==> src/rtl/usbpf_pkg.sv <==
package usbpf_pkg;

    localparam int REG_W     = 8;
    localparam int FORCE_W   = 3;
    localparam int ACT_BIT   = 3;
    localparam int DM_BIT    = 4;
    localparam int DP_BIT    = 5;
    localparam int MODE_BIT  = 6;
    localparam int SIZE_BIT  = 7;

    typedef enum logic [FORCE_W-1:0] {
        FRC_NONE = 3'd0,
        FRC_J    = 3'd1,
        FRC_K    = 3'd2,
        FRC_SE0  = 3'd3,
        FRC_LOW  = 3'd4,
        FRC_DPZ  = 3'd5,
        FRC_DMZ  = 3'd6,
        FRC_ALLZ = 3'd7
    } force_code_e;

    typedef struct packed {
        logic oe;
        logic val;
    } drv_t;

    typedef struct packed {
        force_code_e code;
        logic        ep_mode;
        logic        ep_size;
    } ctrl_t;

endpackage

==> src/rtl/usbpf_line_sync.sv <==
module usbpf_line_sync #(
    parameter int STAGES   = 2,
    parameter bit RST_VAL  = 1'b0
) (
    input  logic clk,
    input  logic rst_n,
    input  logic din,
    output logic dout
);
    logic [STAGES-1:0] chain_d, chain_q;

    always_comb begin
        chain_d[0] = din;
        for (int i = 1; i < STAGES; i++) begin
            chain_d[i] = chain_q[i-1];
        end
    end

    always_ff @(posedge clk or negedge rst_n) begin
        if (!rst_n) chain_q <= {STAGES{RST_VAL}};
        else        chain_q <= chain_d;
    end

    assign dout = chain_q[STAGES-1];
endmodule

==> src/rtl/usbpf_activity.sv <==
module usbpf_activity #(
    parameter bit IDLE_DP = 1'b1
) (
    input  logic clk,
    input  logic rst_n,
    input  logic dp_s,
    input  logic dm_s,
    input  logic clr_req,
    output logic flag
);
    logic non_idle;
    logic flag_d, flag_q;

    assign non_idle = !((dp_s == IDLE_DP) && (dm_s == !IDLE_DP));

    always_comb begin
        flag_d = flag_q;
        if (clr_req)  flag_d = 1'b0;
        if (non_idle) flag_d = 1'b1;
    end

    always_ff @(posedge clk or negedge rst_n) begin
        if (!rst_n) flag_q <= 1'b0;
        else        flag_q <= flag_d;
    end

    assign flag = flag_q;


    act_set_chk: assert property (@(posedge clk) disable iff (!rst_n)
        non_idle |=> flag_q);


    act_clear_chk: assert property (@(posedge clk) disable iff (!rst_n)
        (clr_req && !non_idle) |=> !flag_q);


    act_no_sw_set_chk: assert property (@(posedge clk) disable iff (!rst_n)
        (!flag_q && !non_idle) |=> !flag_q);


    act_hold_chk: assert property (@(posedge clk) disable iff (!rst_n)
        (flag_q && !clr_req) |=> flag_q);
endmodule

==> src/rtl/usbpf_force_decode.sv <==
module usbpf_force_decode
    import usbpf_pkg::*;
(
    input  force_code_e code,
    input  drv_t        sie_dp,
    input  drv_t        sie_dm,
    output drv_t        pad_dp,
    output drv_t        pad_dm
);
    localparam drv_t D_HI = '{oe: 1'b1, val: 1'b1};
    localparam drv_t D_LO = '{oe: 1'b1, val: 1'b0};
    localparam drv_t D_Z  = '{oe: 1'b0, val: 1'b0};

    always_comb begin
        unique case (code)
            FRC_NONE: begin pad_dp = sie_dp; pad_dm = sie_dm; end
            FRC_J:    begin pad_dp = D_HI;   pad_dm = D_LO;   end
            FRC_K:    begin pad_dp = D_LO;   pad_dm = D_HI;   end
            FRC_SE0:  begin pad_dp = D_LO;   pad_dm = D_LO;   end
            FRC_LOW:  begin pad_dp = D_LO;   pad_dm = D_LO;   end
            FRC_DPZ:  begin pad_dp = D_Z;    pad_dm = D_LO;   end
            FRC_DMZ:  begin pad_dp = D_LO;   pad_dm = D_Z;    end
            default:  begin pad_dp = D_Z;    pad_dm = D_Z;    end
        endcase
    end
endmodule

==> src/rtl/usb_port_force_reg.sv <==
module usb_port_force_reg
    import usbpf_pkg::*;
#(
    parameter int SYNC_STAGES = 2,
    parameter bit IDLE_DP     = 1'b1
) (
    input  logic             clk,
    input  logic             rst_n,
    input  logic             reg_wr,
    input  logic [REG_W-1:0] reg_wdata,
    output logic [REG_W-1:0] reg_rdata,
    input  logic             line_dp,
    input  logic             line_dm,
    input  logic             sie_dp_oe,
    input  logic             sie_dp_out,
    input  logic             sie_dm_oe,
    input  logic             sie_dm_out,
    output logic             pad_dp_oe,
    output logic             pad_dp_out,
    output logic             pad_dm_oe,
    output logic             pad_dm_out,
    output logic             ep_mode,
    output logic             ep_size
);
    ctrl_t ctrl_d, ctrl_q;
    logic  dp_s, dm_s, act_flag, clr_req;
    drv_t  pad_dp, pad_dm;

    always_comb begin
        ctrl_d = ctrl_q;
        if (reg_wr) begin
            ctrl_d.code    = force_code_e'(reg_wdata[FORCE_W-1:0]);
            ctrl_d.ep_mode = reg_wdata[MODE_BIT];
            ctrl_d.ep_size = reg_wdata[SIZE_BIT];
        end
    end

    always_ff @(posedge clk or negedge rst_n) begin
        if (!rst_n) ctrl_q <= '{code: FRC_NONE, ep_mode: 1'b0, ep_size: 1'b0};
        else        ctrl_q <= ctrl_d;
    end

    assign clr_req = reg_wr && !reg_wdata[ACT_BIT];

    usbpf_line_sync #(.STAGES(SYNC_STAGES), .RST_VAL(IDLE_DP)) u_sync_dp (
        .clk(clk), .rst_n(rst_n), .din(line_dp), .dout(dp_s));

    usbpf_line_sync #(.STAGES(SYNC_STAGES), .RST_VAL(!IDLE_DP)) u_sync_dm (
        .clk(clk), .rst_n(rst_n), .din(line_dm), .dout(dm_s));

    usbpf_activity #(.IDLE_DP(IDLE_DP)) u_activity (
        .clk(clk), .rst_n(rst_n), .dp_s(dp_s), .dm_s(dm_s),
        .clr_req(clr_req), .flag(act_flag));

    usbpf_force_decode u_decode (
        .code  (ctrl_q.code),
        .sie_dp('{oe: sie_dp_oe, val: sie_dp_out}),
        .sie_dm('{oe: sie_dm_oe, val: sie_dm_out}),
        .pad_dp(pad_dp),
        .pad_dm(pad_dm));

    assign pad_dp_oe  = pad_dp.oe;
    assign pad_dp_out = pad_dp.val;
    assign pad_dm_oe  = pad_dm.oe;
    assign pad_dm_out = pad_dm.val;
    assign ep_mode    = ctrl_q.ep_mode;
    assign ep_size    = ctrl_q.ep_size;

    always_comb begin
        reg_rdata                       = '0;
        reg_rdata[FORCE_W-1:0]          = ctrl_q.code;
        reg_rdata[ACT_BIT]              = act_flag;
        reg_rdata[DM_BIT]               = dm_s;
        reg_rdata[DP_BIT]               = dp_s;
        reg_rdata[MODE_BIT]             = ctrl_q.ep_mode;
        reg_rdata[SIZE_BIT]             = ctrl_q.ep_size;
    end


    passthru_chk: assert property (@(posedge clk) disable iff (!rst_n)
        (reg_rdata[2:0] == 3'd0) |->
            (pad_dp_oe == sie_dp_oe && pad_dp_out == sie_dp_out &&
             pad_dm_oe == sie_dm_oe && pad_dm_out == sie_dm_out));


    all_released_chk: assert property (@(posedge clk) disable iff (!rst_n)
        (reg_rdata[2:0] == 3'd7) |-> (!pad_dp_oe && !pad_dm_oe));


    ep_write_chk: assert property (@(posedge clk) disable iff (!rst_n)
        reg_wr |=> (ep_size == $past(reg_wdata[SIZE_BIT]) &&
                    ep_mode == $past(reg_wdata[MODE_BIT])));


    code_write_chk: assert property (@(posedge clk) disable iff (!rst_n)
        reg_wr |=> (reg_rdata[2:0] == $past(reg_wdata[2:0])));


    ep_stable_chk: assert property (@(posedge clk) disable iff (!rst_n)
        !reg_wr |=> ($stable(ep_size) && $stable(ep_mode)));
endmodule

==> config.mk <==
export PLATFORM = sky130hd
export DESIGN_NAME = usb_port_force_reg
export DESIGN_NICKNAME = d
export VERILOG_FILES = /design/src/rtl/usbpf_pkg.sv /design/src/rtl/usbpf_line_sync.sv /design/src/rtl/usbpf_activity.sv /design/src/rtl/usbpf_force_decode.sv /design/src/rtl/usb_port_force_reg.sv
export SDC_FILE = /design/constraint.sdc
export NUM_CORES = 1
export LEC_CHECK = 0
export BUFFER_PORTS_ARGS = -buffer_cell sky130_fd_sc_hd__buf_2
export CORE_AREA = 2 2 39 41
export DETAILED_ROUTE_END_ITERATION = 8
export DIE_AREA = 0 0 41 43
export PLACE_DENSITY_LB_ADDON = 0.08
export SKIP_CTS_REPAIR_TIMING = 1
export SYNTH_ARGS = -nofsm -noshare
export SYNTH_HDL_FRONTEND = slang
export SYNTH_SLANG_ARGS = --single-unit
export TNS_END_PERCENT = 20
==> constraint.sdc <==
create_clock -name clk -period 0.98 [get_ports clk]
set_input_delay 0.196 -clock clk [delete_from_list [all_inputs] [get_ports clk]]
set_output_delay 0.196 -clock clk [all_outputs]
set_load 0.02 [all_outputs]
==> results.sh <==
export IMPL_first_global_vias=344
export IMPL_hp_class="input pin to flop"
export IMPL_ys_ff_latch=10
export IMPL_fmax_mhz=717.3
export IMPL_die_w_um=41
export IMPL_avgSynthCellArea_um2=13.08
export IMPL_fillers=144
export IMPL_hold_depth=1
export IMPL_required_ns=0.78
export IMPL_endpoint_kind="primary output"
export IMPL_min_from="line_dp"
export IMPL_drt_iter0_markers=1
export IMPL_slowest_delay_ns=0.47
export IMPL_arrival_ns=1.20
export IMPL_p_leak_nw=0.3070
export IMPL_io_buffers=28
export IMPL_fin_crit_sh_pct=142.3
export IMPL_criticalPathCategory="flop to primary output"
export IMPL_p_clk_share_pct=26.7
export IMPL_cp_top_family="flip-flops"
export IMPL_syn_area_um2=405.4
export IMPL_violations="negative setup slack"
export IMPL_cts_reportedPaths_clkPinSlew_ns=0.07
export IMPL_ant_nets=0
export IMPL_p_int_w=0.0007402
export IMPL_r2r_cells=2
export IMPL_cts_sinks=10
export IMPL_area_delta_synth_final_pct=65.43
export IMPL_wl_um=878
export IMPL_nets=80
export IMPL_io_pins=31
export IMPL_core_area_mm2=0.001384
export IMPL_grt_pass1_wl_um=1352
export IMPL_syn_nets=48
export IMPL_rsz0062_at_grt="true"
export IMPL_cts_htree_levels=1
export IMPL_min_to="u_sync_dp.chain_q[0]"
export IMPL_relSlewSlack_pct=84.75
export IMPL_rr_endpoint="reg_rdata[2]"
export IMPL_path_buf_inv=1
export IMPL_die_h_um=43
export IMPL_start_util_pct=29.29
export IMPL_hold_viol_final=0
export IMPL_row_count=14
export IMPL_r2r_slack_ns=-0.02
export IMPL_cts_root_buf="clkbuf_4"
export IMPL_worst_slew_pin_slew_ns=0.2287
export IMPL_grt_util_all_layers_pct=12.03
export IMPL_globalplace_congestion=0.6175
export IMPL_drcViolationCount=0
export IMPL_worst_slack_ns=-0.4141
export IMPL_path_max_fanout=5
export IMPL_postSynthCellCount=31
export IMPL_vias_per_cell=4.449
export IMPL_r2r_start="reg_rdata[2]"
export IMPL_pwr_share_seq_pct=47.8
export IMPL_switching_power_w=0.0003046
export IMPL_insertion_delay_ns=0.25
export IMPL_cts_tree="done"
export IMPL_finalPower_w=0.001045
export IMPL_overflow=0
export IMPL_final_setup_viol_count=14
export IMPL_post_place_ws_ns=-0.1309
export IMPL_synth_seq_area_share_pct=62.35
export IMPL_grt_max_degree=11
export IMPL_vias=347
export IMPL_antenna_found_initial=0
export IMPL_drive_gt1_share_pct=82.26
export IMPL_die_area_mm2=0.001763
export IMPL_maxSlewViolCount=0
export IMPL_critical_path_slowest_cell="dfrtp_2"
export IMPL_cap_violations=0
export IMPL_ys_warn_count=0
export IMPL_numCtsBuffers=3
export IMPL_cp_start_kind="flop"
export IMPL_power_frac_comb_pct=25.5
export IMPL_final_common_cell="buf_2"
export IMPL_fin_crit_ns=1.394
export IMPL_switching_share_pct=29.16
export IMPL_insertedDiodeCount=0
export IMPL_mostFrequentLayoutCells="22 x buf_2, 5 x mux2_2, 5 x dfrtp_1, 5 x buf_4, 4 x buf_6"
export IMPL_clk_path_buf_depth=2
export IMPL_netlist_cell_type_count=11
export IMPL_routedWlPerCell_um=11.26
export IMPL_path_cells="nor4_4 -> a21oi_2 -> buf_2"
export IMPL_status="finished, violations left"
export IMPL_finClkSkew_ns=0.0002447
export IMPL_ir_drop_mv=0.6701
export IMPL_firstDrtPassIters=2
export IMPL_cellPowerDensity_mw_per_mm2=1558
## cell type report
type | instances | area [µm²] | share of cell area, %
flip-flops and latches | 10 | 256.5 | 38.25
repair buffers | 32 | 202.7 | 30.22
multi-input cells | 15 | 161.4 | 24.07
clock buffers | 4 | 26.28 | 3.918
well taps | 16 | 20.02 | 2.985
inverters | 1 | 3.754 | 0.5597
## state kept, by name, indices dropped and copies added (netlist names)
register and count:
ep_mode 1, u_sync_dm.chain_q 2, u_activity.flag 1, ep_size 1
reg_rdata 3, u_sync_dp.chain_q 2
## worst max path at each step
stage                     depth (start not counted)    startpoint   endpoint
final                                             3  reg_rdata[1]  pad_dm_oe
after global routing                              3  reg_rdata[1]  pad_dm_oe
after global placement                            3  reg_rdata[1]  pad_dm_oe
after detailed placement                          3  reg_rdata[1]  pad_dp_oe
after CTS                                         3  reg_rdata[2]  pad_dp_oe
after floorplan                                   2  reg_rdata[1]  pad_dm_oe
## cell families after synthesis
group,count (synthesis),synth area share (%)
buf+inv,6,10.19
compound gates,3,4.630
simple gates,7,8.952
mux,5,13.89
flops,10,62.35
## power groups by stage
| stage | combinational (W) | clock [W] | sequential, W |
|---|---|---|---|
| 6_report | 0.000267 | 0.000279 | 0.000499 |
| 2_1_floorplan | 0.000112 | 0 | 0.000520 |
| 3_3_place_gp | 0.000233 | 0 | 0.000491 |
| 3_5_place_dp | 0.000236 | 0 | 0.000496 |
| 4_1_cts | 0.000236 | 0.000296 | 0.000489 |
| 5_1_grt | 0.000288 | 0.000325 | 0.000505 |
## Yosys cell counts
cell type	instances	area, µm²
dfstp_2	2	52.55
mux2_2	5	56.30
nor2_1	2	7.510
a21oi_1	2	10.01
nand2b_1	1	6.260
nor3_1	2	10.01
a211o_1	1	8.760
dfrtp_1	8	200.2
nor4_1	2	12.51
inv_1	1	3.750
buf_4	5	37.54
## stage by stage
step | cells | hold WS (ns) | TNS [ns] | cell area [µm²] | util (%)
final | 78 | 0.04468 | -2.299 | 670.6 | 48.46
after global routing | 78 | 0.02535 | -3.074 | 670.6 | 48.46
after CTS | 77 | -0.2207 | -2.432 | 610.6 | 44.12
after detailed placement | 73 | 0.06475 | -0.2910 | 584.3 | 42.22
after global placement | 73 | 0.06074 | -0.2290 | 584.3 | 42.22
after floorplan | 31 | -0.09959 | -0.2839 | 439.2 | -
## layer usage
metal | routed length [µm] | vias up | track usage, %
li1 | - | 168 | -
met5 | 0 | - | 0
met2 | 485 | 17 | 20.63
met1 | 319 | 162 | 11.15
met4 | 0 | 0 | 8.000
met3 | 73 | 0 | 3.665
Note: power is estimated with default switching activity, not from simulation.
